### src/rtl/sps_pkg.sv
package sps_pkg;
  localparam int DEF_GROUP = 16;
  localparam int DEF_KEEP  = 4;
  localparam int DEF_EW    = 8;
  localparam int DEF_WIN   = 128;
  localparam bit DEF_FLIP  = 1'b1;
endpackage

### src/rtl/sps_rank.sv
module sps_rank #(
  parameter int GROUP = 16,
  localparam int CNTW = $clog2(GROUP + 1)
) (
  input  logic [GROUP-1:0]      mask,
  output logic [GROUP*CNTW-1:0] rank,
  output logic [CNTW-1:0]       total
);
  logic [CNTW-1:0] pre [GROUP+1];

  assign pre[0] = '0;
  for (genvar i = 0; i < GROUP; i++) begin : g_pre
    assign pre[i+1] = pre[i] + CNTW'(mask[i]);
    assign rank[i*CNTW +: CNTW] = pre[i];
  end
  assign total = pre[GROUP];
endmodule

### src/rtl/sps_gather.sv
module sps_gather #(
  parameter int GROUP = 16,
  parameter int KEEP  = 4,
  parameter int EW    = 8,
  parameter bit FLIP  = 1'b1,
  localparam int CNTW = $clog2(GROUP + 1),
  localparam int IDXW = $clog2(GROUP)
) (
  input  logic [GROUP*EW-1:0]   data,
  input  logic [GROUP-1:0]      mask,
  input  logic [GROUP*CNTW-1:0] rank,
  input  logic [CNTW-1:0]       total,
  output logic [KEEP*EW-1:0]    vals,
  output logic [KEEP*IDXW-1:0]  tag,
  output logic                  err
);
  assign err = (total != CNTW'(KEEP));

  for (genvar j = 0; j < KEEP; j++) begin : g_lane
    localparam int SLOT = FLIP ? (KEEP - 1 - j) : j;
    logic [IDXW-1:0] idx;
    logic [EW-1:0]   val;

    always_comb begin
      idx = '0;
      val = '0;
      for (int i = 0; i < GROUP; i++) begin
        if (mask[i] && (rank[i*CNTW +: CNTW] == CNTW'(SLOT))) begin
          idx = IDXW'(i);
          val = data[i*EW +: EW];
        end
      end
    end

    assign vals[j*EW +: EW]     = err ? '0 : val;
    assign tag[j*IDXW +: IDXW]  = err ? '0 : idx;
  end
endmodule

### src/rtl/sps_wincol.sv
module sps_wincol #(
  parameter int GROUP = 16,
  parameter int WIN   = 128,
  localparam int CW   = $clog2(WIN)
) (
  input  logic          clk,
  input  logic          rst_n,
  input  logic          step,
  output logic [CW-1:0] col_desc
);
  logic [CW-1:0] base;

  always_ff @(posedge clk or negedge rst_n) begin
    if (!rst_n)    base <= '0;
    else if (step) base <= base + CW'(GROUP);
  end

  assign col_desc = CW'(WIN - 1) - base;
endmodule

### src/rtl/sps_outreg.sv
module sps_outreg #(
  parameter int W = 8
) (
  input  logic         clk,
  input  logic         rst_n,
  input  logic         in_valid,
  output logic         in_ready,
  input  logic [W-1:0] in_data,
  output logic         out_valid,
  input  logic         out_ready,
  output logic [W-1:0] out_data
);
  assign in_ready = !out_valid || out_ready;

  always_ff @(posedge clk or negedge rst_n) begin
    if (!rst_n) begin
      out_valid <= 1'b0;
      out_data  <= '0;
    end else if (in_ready) begin
      out_valid <= in_valid;
      if (in_valid) out_data <= in_data;
    end
  end
endmodule

### src/rtl/sps_pack.sv
module sps_pack
  import sps_pkg::*;
#(
  parameter int GROUP = DEF_GROUP,
  parameter int KEEP  = DEF_KEEP,
  parameter int EW    = DEF_EW,
  parameter int WIN   = DEF_WIN,
  parameter bit FLIP  = DEF_FLIP,
  localparam int CNTW = $clog2(GROUP + 1),
  localparam int IDXW = $clog2(GROUP),
  localparam int CW   = $clog2(WIN),
  localparam int PW   = CW + 1 + KEEP*IDXW + KEEP*EW
) (
  input  logic                 clk,
  input  logic                 rst_n,
  input  logic                 in_valid,
  output logic                 in_ready,
  input  logic [GROUP*EW-1:0]  in_data,
  input  logic [GROUP-1:0]     in_mask,
  output logic                 out_valid,
  input  logic                 out_ready,
  output logic [KEEP*EW-1:0]   out_vals,
  output logic [KEEP*IDXW-1:0] out_tag,
  output logic                 out_err,
  output logic [CW-1:0]        out_wcol
);
  logic [GROUP*CNTW-1:0] rank;
  logic [CNTW-1:0]       total;
  logic [KEEP*EW-1:0]    g_vals;
  logic [KEEP*IDXW-1:0]  g_tag;
  logic                  g_err;
  logic [CW-1:0]         col_desc;
  logic [PW-1:0]         pay_in;
  logic [PW-1:0]         pay_out;

  sps_rank #(.GROUP(GROUP)) u_rank (
    .mask(in_mask), .rank(rank), .total(total)
  );

  sps_gather #(.GROUP(GROUP), .KEEP(KEEP), .EW(EW), .FLIP(FLIP)) u_gather (
    .data(in_data), .mask(in_mask), .rank(rank), .total(total),
    .vals(g_vals), .tag(g_tag), .err(g_err)
  );

  sps_wincol #(.GROUP(GROUP), .WIN(WIN)) u_wincol (
    .clk(clk), .rst_n(rst_n), .step(in_valid && in_ready), .col_desc(col_desc)
  );

  assign pay_in = {col_desc, g_err, g_tag, g_vals};

  sps_outreg #(.W(PW)) u_outreg (
    .clk(clk), .rst_n(rst_n),
    .in_valid(in_valid), .in_ready(in_ready), .in_data(pay_in),
    .out_valid(out_valid), .out_ready(out_ready), .out_data(pay_out)
  );

  assign {out_wcol, out_err, out_tag, out_vals} = pay_out;
endmodule

### config.mk
export PLATFORM = sky130hd
export DESIGN_NAME = sps_pack
export DESIGN_NICKNAME = d
export VERILOG_FILES = /design/src/rtl/sps_pkg.sv /design/src/rtl/sps_rank.sv /design/src/rtl/sps_gather.sv /design/src/rtl/sps_wincol.sv /design/src/rtl/sps_outreg.sv /design/src/rtl/sps_pack.sv
export SDC_FILE = /design/constraint.sdc
export NUM_CORES = 1
export LEC_CHECK = 0
export ABC_CLOCK_PERIOD_IN_PS = 4000
export BUFFER_PORTS_ARGS = -buffer_cell sky130_fd_sc_hd__buf_2
export CAP_MARGIN = 20
export CORE_MARGIN = 2
export CORE_UTILIZATION = 62
export DETAILED_ROUTE_END_ITERATION = 12
export PLACE_DENSITY = 0.89
export SLEW_MARGIN = 20
export SYNTH_ARGS = -nofsm -noshare
export SYNTH_HDL_FRONTEND = slang
export SYNTH_SLANG_ARGS = --single-unit
### constraint.sdc
create_clock -name clk -period 4 [get_ports clk]
set_input_delay 0.6 -clock clk [delete_from_list [all_inputs] [get_ports clk]]
set_output_delay 0.6 -clock clk [all_outputs]
set_load 0.1 [all_outputs]
==> results by group, run 1 <==
Synthesis
  • Area contributors post-synth: dfrtp_1 (14%), o211ai_1 (7.4%), mux2i_1 (7.3%)
  • Largest family of logic cells by synthesized area: compound AO/OA/AOI/OAI gates
  • Syn nets: 1514
  • Top post-synthesis cells by count: nand2_1 (178), nor2_1 (97), o211ai_1 (97)
  • Adder-cell share of the synthesized area: 0.04279
  • Top-count cell post-synth: nand2_1
  • Post-synth top area share: 0.1426
  • Cell Area, Synth: 9824 µm²
  • Yosys warns: 0
  • Post-synthesis async set-or-reset flop share: 1.000
  • Sequential fraction of the synthesis area: 0.1426
  • Most used flip-flop cell after synthesis: dfrtp_1
  • Netlist cell types: 87
  • Post-synth EDFFs: 0
  • Gate Count Post-Synth: 1333
  • Leading area contributor after synthesis: dfrtp_1
  • Area fraction in compound gates after synthesis: 0.3472
  • Mux share of post-synthesis cell area: 0.09170
  • XOR/XNOR share of the synthesized area: 0.05795
  • Simple-gate share of the synthesized area: 0.2532
  • Avg Inst Size Synth: 7.370 µm²
  • Synth Register Bits: 56

Clocking
  • Worst-case clock buffer depth: 2
  • H-tree levels: 2
  • TritonCTS sink count: 56
  • Hold Buf Count CTS: 0
  • Root Buffer: clkbuf_16
  • CTS Buf Count: 5

Die
  • Core Rows: 46
  • I/O pin count: 206
  • Starting Density: 0.6253
  • Die height: 129.9 µm
  • Die W: 129.9 µm

Global routing
  • All-layer global routing usage: 0.8186
  • Total gr overflow: 82
  • Largest net degree at the start of global routing: 57

Run status
  • Status: stopped before the end
  • Failed at: global routing (5_1_grt)
  • Log Error: [ERROR GRT-0232] Routing congestion too high. Check the congestion heatmap in the GUI.

Place
  • Dpl ws: -2.589 ns
  • Gpl congestion: 1.068
  • PortBufs: 205
  • Final HPWL from detailed placement: 32.58 mm
## timing repair
item                       CTS
pin swaps                   26
resized for setup          101
setup buffers               13
setup endpoints to repair   49
cloned                       4
## per-stage QoR
step | util | instance area [µm²] | setup TNS, ns | instances | hold slack, ns
floorplan | - | 10250 | -112.44 | 1333 | 0.3044
global placement | 0.8557 | 13450 | -110.54 | 1932 | 0.4537
detailed placement | 0.8557 | 13450 | -118.83 | 1932 | 0.4599
CTS | 0.9077 | 14260 | -93.90 | 1954 | 0.4489
## cell families after synthesis
logic type / after synthesis
and+or+nand+nor: 493
AOI/OAI and AO/OA: 465
DFF: 56
xor gates and xnor gates: 40
buffers and inverters: 159
adders and majority gates: 33
muxes: 87
## metal layers
metal	GRT overflow	GRT usage
met4	35	0.8197
met3	1	0.7122
met5	1	0.4765
met1	3	0.8122
met2	42	0.9415
==> inputs of run 2 (changes only) <==
--- a/config.mk
+++ b/config.mk
@@ -9,9 +9,9 @@
 export BUFFER_PORTS_ARGS = -buffer_cell sky130_fd_sc_hd__buf_2
 export CAP_MARGIN = 20
 export CORE_MARGIN = 2
-export CORE_UTILIZATION = 62
+export CORE_UTILIZATION = 40
 export DETAILED_ROUTE_END_ITERATION = 12
-export PLACE_DENSITY = 0.89
+export PLACE_DENSITY_LB_ADDON = 0.15
 export SLEW_MARGIN = 20
 export SYNTH_ARGS = -nofsm -noshare
 export SYNTH_HDL_FRONTEND = slang
==> run 2 against run 1 <==
Against the previous run: the flow now finishes, with violations (setup timing); area after synthesis unchanged; synthesized cell count unchanged.
==> results by group, run 2 <==
Critical path
  • Slowest-stage cell, CP: fa_2
  • Most frequent CP cell: ha_4
  • Startpoint Class: primary input
  • CP Data Arrival Time: 6.27 ns
  • CP endpoint kind: flop
  • Critical-path maximum fanout: 5
  • Max stage delay on crit path: 0.60 ns
  • CP Data Required Time: 4.19 ns
  • Crit Path Category: in2reg

Die
  • Core Rows: 57 (+24%)
  • Die W: 160.7 µm (+24%)
  • I/O pin count: 206 (unchanged)
  • Die height: 160.7 µm (+24%)
  • Starting Density: 0.4052 (-0.2201)
  • Die area: 25830 µm²
  • Core outline area: 24250 µm²

Synthesis
  • Yosys warns: 0 (unchanged)
  • Top-count cell post-synth: nand2_1
  • Netlist cell types: 87 (unchanged)
  • Avg Inst Size Synth: 7.370 µm² (unchanged)
  • Synth Register Bits: 56 (unchanged)
  • Post-synth top area share: 0.1426 (unchanged)
  • Gate Count Post-Synth: 1333 (unchanged)
  • Sequential fraction of the synthesis area: 0.1426 (unchanged)
  • Leading area contributor after synthesis: dfrtp_1
  • Top post-synthesis cells by count: nand2_1 (178), nor2_1 (97), o211ai_1 (97)
  • Post-synthesis async set-or-reset flop share: 1.000 (unchanged)
  • Syn nets: 1514 (unchanged)
  • Post-synth EDFFs: 0 (unchanged)
  • Area contributors post-synth: dfrtp_1 (14%), o211ai_1 (7.4%), mux2i_1 (7.3%)
  • Cell Area, Synth: 9824 µm² (unchanged)
  • Most used flip-flop cell after synthesis: dfrtp_1

Cells and area
  • Biggest regs: u_outreg.out_data (53), u_wincol.base (2), u_outreg.out_valid (1)
  • Final Non-Filler Cells: 2088
  • Commonest non-fill, non-tap cell in the layout: buf_4
  • Synthesis-to-finish area growth: 52.74%
  • Fillers: 2173
  • Post-layout util: 0.6188
  • Layout cells sized above 1: 0.4136
  • Nets: 1940
  • Commonest cells after routing, fill and taps aside: buf_4 (269), buf_2 (203), nand2_1 (172), o211ai_1 (97), nor2_1 (84)
  • Biggest register: u_outreg.out_data
  • Max FFs per register: 53

Timing
  • Setup Skew: 0.01371 ns
  • Fin worst setup slack: -2.075 ns
  • Fmax: 0.1646 GHz
  • Crit share post-route: 1.519
  • Normalized max-slew margin: 0.5325
  • Final slew viol count: 0
  • Worst-Margin Slew: 0.7013 ns
  • Clock period minus worst slack: 6.075 ns
  • RSZ-0062 raised after global routing: yes
  • # setup viols final: 49
  • Fin. Hold Viols: 0
  • Worst hold slack: 0.4353 ns

Run status
  • Status: finished with violations
  • Failing checks: setup timing

Place
  • Final HPWL from detailed placement: 32.36 mm (-0.66%)
  • PortBufs: 205 (unchanged)
  • Gpl congestion: 0.9269 (-13%)
  • Placed insts: 2045 (+5.8%)

Global routing
  • Vias in the first global route: 11960
  • First-pass GRT wire length: 62.93 mm
  • All-layer global routing usage: 0.2986
  • Largest net degree at the start of global routing: 57
  • Total gr overflow: 0
  • Number of antenna violations at the first check in global routing: 4

Detailed routing
  • DR pass1 iterations: 6
  • DR vias: 12690
  • DR iter-0 viols: 1354
  • Routed vias/inst: 6.076
  • # DRC: 0
  • ANT nets after route: 0
  • Drt total wl: 40.94 mm
  • DR WL/cell: 19.61 µm

Clocking
  • CTS tree: yes
  • Hold Buf Count CTS: 0 (unchanged)
  • TritonCTS sink count: 56 (unchanged)
  • Clk slew on worst S/H paths: 0.08 ns
  • CTS Buf Count: 5 (unchanged)
  • Root Buffer: clkbuf_16
  • Worst-case clock buffer depth: 2 (unchanged)
  • Skew-Pair Late Insertion Delay: 0.30 ns
  • H-tree levels: 2 (unchanged)

Worst hold path
  • Worst Hold Class: in2async

Job
  • Max Cap Viol: 0
## run 2: final timing paths
check,startpoint,to,cells past startpoint,slack (ns)
min in group clk,u_outreg.out_data[41],u_outreg.out_data[41],2,0.47
setup / recovery,in_mask[2],u_outreg.out_data[23],25,-2.08
setup reg to reg,u_outreg.out_valid,u_outreg.out_data[46],8,1.93
max in group asynchronous,rst_n,u_outreg.out_data[55],2,3.11
hold reg to reg,u_outreg.out_data[41],u_outreg.out_data[41],2,0.47
hold / removal,rst_n,u_outreg.out_data[40],2,0.44
## run 2: kinds of logic after synthesis
logic type               after synthesis  share of synthesized area
AND/OR/NAND/NOR                      493                     0.2532
AO/OA/AOI/OAI                        465                     0.3472
flip-flops                            56                     0.1426
buffers and inverters                159                    0.06457
multiplexers                          87                    0.09170
adder cells (fa/ha/maj)               33                    0.04279
XOR/XNOR                              40                    0.05795
## run 2: repair_timing
item,4_1_cts,5_1_grt
resized for setup,108,81
pin swaps,41,55
buffers inserted,19,11
endpoints found under the setup margin,49,49
cloned,6,2
## run 2: area by class of cell
cell class / count / area, µm² / area share
tap: 324 / 405.4 / 0.02702
multi-input combinational: 1120 / 8967 / 0.5976
clock inverter: 3 / 27.53 / 0.001834
timing repair buffer: 524 / 3861 / 0.2573
clock buffer: 5 / 125.1 / 0.008338
sequential: 56 / 1401 / 0.09339
timing repair inverter: 1 / 8.758 / 0.0005837
antenna: 4 / 10.01 / 0.0006671
inverter: 51 / 198.9 / 0.01326
## run 2: layer usage
layer / up-vias / wire length [µm] / track usage
li1: 5951 / - / -
met1: 6038 / 17820 / 0.4207
met5: - / 0 / 0
met3: 88 / 2977 / 0.02324
met2: 610 / 19120 / 0.4941
met4: 0 / 1030 / 0.07873
## run 2: critical path: cells and delay by family
kind	cells	cell delay, ns
adder cells (fa/ha/maj)	12	3.13
AND/OR/NAND/NOR	3	0.58
AO/OA/AOI/OAI	3	0.75
XOR/XNOR	4	0.77
buffers and inverters	2	0.25
multiplexers	1	0.18
## run 2: through the flow
step / TNS, ns / setup WS [ns] / area, µm²
2_1_floorplan: -112.44 / -2.378 / 10250
3_3_place_gp: -113.92 / -2.410 / 13690
3_5_place_dp: -119.32 / -2.582 / 13690
4_1_cts: -93.63 / -1.982 / 14520
5_1_grt: -105.42 / -2.268 / 15010
6_report: -97.10 / -2.075 / 15010
Power of run 2 is not shown: default switching activity piles up to over one toggle a cycle in this logic, so the estimate is an artifact.
==> inputs of run 3 (changes only) <==
--- a/config.mk
+++ b/config.mk
@@ -9,7 +9,7 @@
 export BUFFER_PORTS_ARGS = -buffer_cell sky130_fd_sc_hd__buf_2
 export CAP_MARGIN = 20
 export CORE_MARGIN = 2
-export CORE_UTILIZATION = 40
+export CORE_UTILIZATION = 50
 export DETAILED_ROUTE_END_ITERATION = 12
 export PLACE_DENSITY_LB_ADDON = 0.15
 export SLEW_MARGIN = 20
==> run 3 against run 2 <==
Against the previous run: the run still ends with setup timing left; core utilization grew 16 points; hold slack lost 0.059 ns; cell area grew 0.20%; non-clock buffer count grew 30; die area shrank 20%; critical path type unchanged.
==> results by group, run 3 (synthesized netlist as in run 2, its figures left out) <==
Run status
  • Status: finished with violations
  • Failing checks: setup timing

Detailed routing
  • DR WL/cell: 20.70 µm (+5.5%)
  • Drt total wl: 42.62 mm (+4.1%)
  • # DRC: 0 (unchanged)
  • ANT nets after route: 0 (unchanged)
  • DR pass1 iterations: 7 (+1)
  • Routed vias/inst: 6.385 (+5.1%)
  • DR iter-0 viols: 1394 (+3.0%)
  • DR vias: 13150 (+3.6%)

Timing
  • Fin. Hold Viols: 0 (unchanged)
  • Crit share post-route: 1.556 (+0.03769)
  • Fin worst setup slack: -2.226 ns (-0.1507 ns)
  • Clock period minus worst slack: 6.226 ns (+0.1507 ns)
  • RSZ-0062 raised after global routing: yes
  • Worst-Margin Slew: 0.7847 ns (+0.08343 ns)
  • Setup Skew: 0.006409 ns (-0.007300 ns)
  • Final slew viol count: 0 (unchanged)
  • # setup viols final: 49 (unchanged)
  • Fmax: 0.1606 GHz (-2.4%)
  • Normalized max-slew margin: 0.4769 (-0.05562)

Die
  • Starting Density: 0.5064 (+0.1013)
  • I/O pin count: 206 (unchanged)
  • Core Rows: 51 (-11%)
  • Die area: 20790 µm² (-20%)
  • Die height: 144.2 µm (-10%)
  • Core outline area: 19400 µm² (-20%)
  • Die W: 144.2 µm (-10%)

Place
  • Placed insts: 2018 (-1.3%)
  • Gpl congestion: 0.9942 (+7.3%)
  • Final HPWL from detailed placement: 32.88 mm (+1.6%)
  • PortBufs: 205 (unchanged)

Job
  • Max Cap Viol: 0 (unchanged)

Global routing
  • Vias in the first global route: 11970 (+0.075%)
  • All-layer global routing usage: 0.3832 (+0.08458)
  • Total gr overflow: 0 (unchanged)
  • Number of antenna violations at the first check in global routing: 3 (-1)
  • First-pass GRT wire length: 62.96 mm (about the same)
  • Largest net degree at the start of global routing: 55 (-3.5%)

Worst hold path
  • Worst Hold Class: in2async

Clocking
  • Clk slew on worst S/H paths: 0.08 ns (about the same)
  • Root Buffer: clkbuf_16
  • Worst-case clock buffer depth: 2 (unchanged)
  • CTS tree: yes
  • CTS Buf Count: 5 (unchanged)
  • H-tree levels: 2 (unchanged)
  • Skew-Pair Late Insertion Delay: 0.30 ns (about the same)
  • TritonCTS sink count: 56 (unchanged)

Critical path
  • Startpoint Class: primary input
  • Crit Path Category: in2reg
  • Max stage delay on crit path: 0.65 ns (+0.05 ns)
  • Crit-path leading delay family: adder cells
  • Critical-path maximum fanout: 7 (+2)
  • Most frequent CP cell: ha_4
  • WP buf/inv: 6 (+4)
  • Slowest-stage cell, CP: fa_2
  • CP endpoint kind: flop
  • CP Data Arrival Time: 6.47 ns (+0.20 ns)
  • CP Data Required Time: 4.25 ns (+0.06 ns)

Cells and area
  • Final Non-Filler Cells: 2059 (-1.4%)
  • Layout cells sized above 1: 0.4173 (+0.003682)
  • Commonest cells after routing, fill and taps aside: buf_4 (304), buf_2 (205), nand2_1 (172), o211ai_1 (97), nor2_1 (82)
  • Max FFs per register: 53 (unchanged)
  • Biggest regs: u_outreg.out_data (53), u_wincol.base (2), u_outreg.out_valid (1)
  • Biggest register: u_outreg.out_data
  • Synthesis-to-finish area growth: 53.04%
  • Nets: 1970 (+1.5%)
  • Commonest non-fill, non-tap cell in the layout: buf_4
-- run 3: cell count changes in the layout (fill, tap and decap cells not counted), moves of 3 or more --
| cell | before | now |
|---|---|---|
| nor2_4 | 3 | 6 |
| buf_6 | 24 | 16 |
| o31ai_1 | 18 | 21 |
| a211oi_1 | 32 | 38 |
| a21oi_1 | 29 | 39 |
| a211oi_4 | 4 | 0 |
| a21oi_2 | 17 | 6 |
| buf_4 | 269 | 304 |
| o21ai_1 | 7 | 4 |
-- run 3: stage by stage --
step	utilization	hold slack [ns]	instance area [µm²]	setup WS, ns	setup TNS [ns]
after floorplan	-	0.3044	10250	-2.378	-112.44
after CTS	0.7510	0.3948	14570	-2.095	-98.18
after global routing	0.7747	0.4339	15030	-2.345	-109.72
final	0.7751	0.3767	15040	-2.226	-104.15
after detailed placement	0.7126	0.4576	13820	-2.588	-123.24
after global placement	0.7126	0.4558	13820	-2.462	-116.68
-- run 3: cell type report --
cell class	instances	area, µm²
inverter	51	198.9
timing repair buffer	554	4064
fill	1498	4363
antenna	4	10.01
clock inverter	2	38.79
tap	265	331.6
sequential	56	1401
timing repair inverter	1	11.26
clock buffer	6	128.9
multi-input combinational	1120	8851
-- run 3: repair_timing --
action / in CTS / in global routing
setup endpoints to repair: 49 / 49
pin swaps: 54 / 20
hold buffers: 0 / 0
gates cloned: 4 / 3
buffers inserted: 12 / 13
gates resized for setup: 92 / 76
-- run 3: worst reg2reg max path, stage by stage (launching register included) --
cell and delay [ns]:
dfrtp_1 0.39, nand2b_1 0.16, nand2_2 0.19, a2111oi_4 0.36, buf_4 0.18, buf_4 0.14
nand3_4 0.19, nor4_2 0.35, a221o_1 0.16
-- run 3: worst paths after layout --
check	startpoint	endpoint	slack [ns]	cells past startpoint
setup reg to reg	u_outreg.out_valid	u_outreg.out_data[22]	1.83	8
setup / recovery	in_mask[0]	u_outreg.out_data[22]	-2.23	28
hold / removal	rst_n	u_outreg.out_data[9]	0.38	1
min in group clk	u_wincol.base[6]	u_wincol.base[6]	0.47	1
hold reg to reg	u_wincol.base[6]	u_wincol.base[6]	0.47	1
max in group asynchronous	rst_n	u_wincol.base[6]	2.84	2
-- run 3: layer usage --
metal / vias up / routed length [µm] / global-route usage
met5: - / 0 / 0
met1: 6196 / 17570 / 0.5327
met4: 0 / 1545 / 0.1099
li1: 6031 / - / -
met3: 147 / 4389 / 0.06556
met2: 772 / 19110 / 0.6115
Power of run 3 is left out for the same reason.
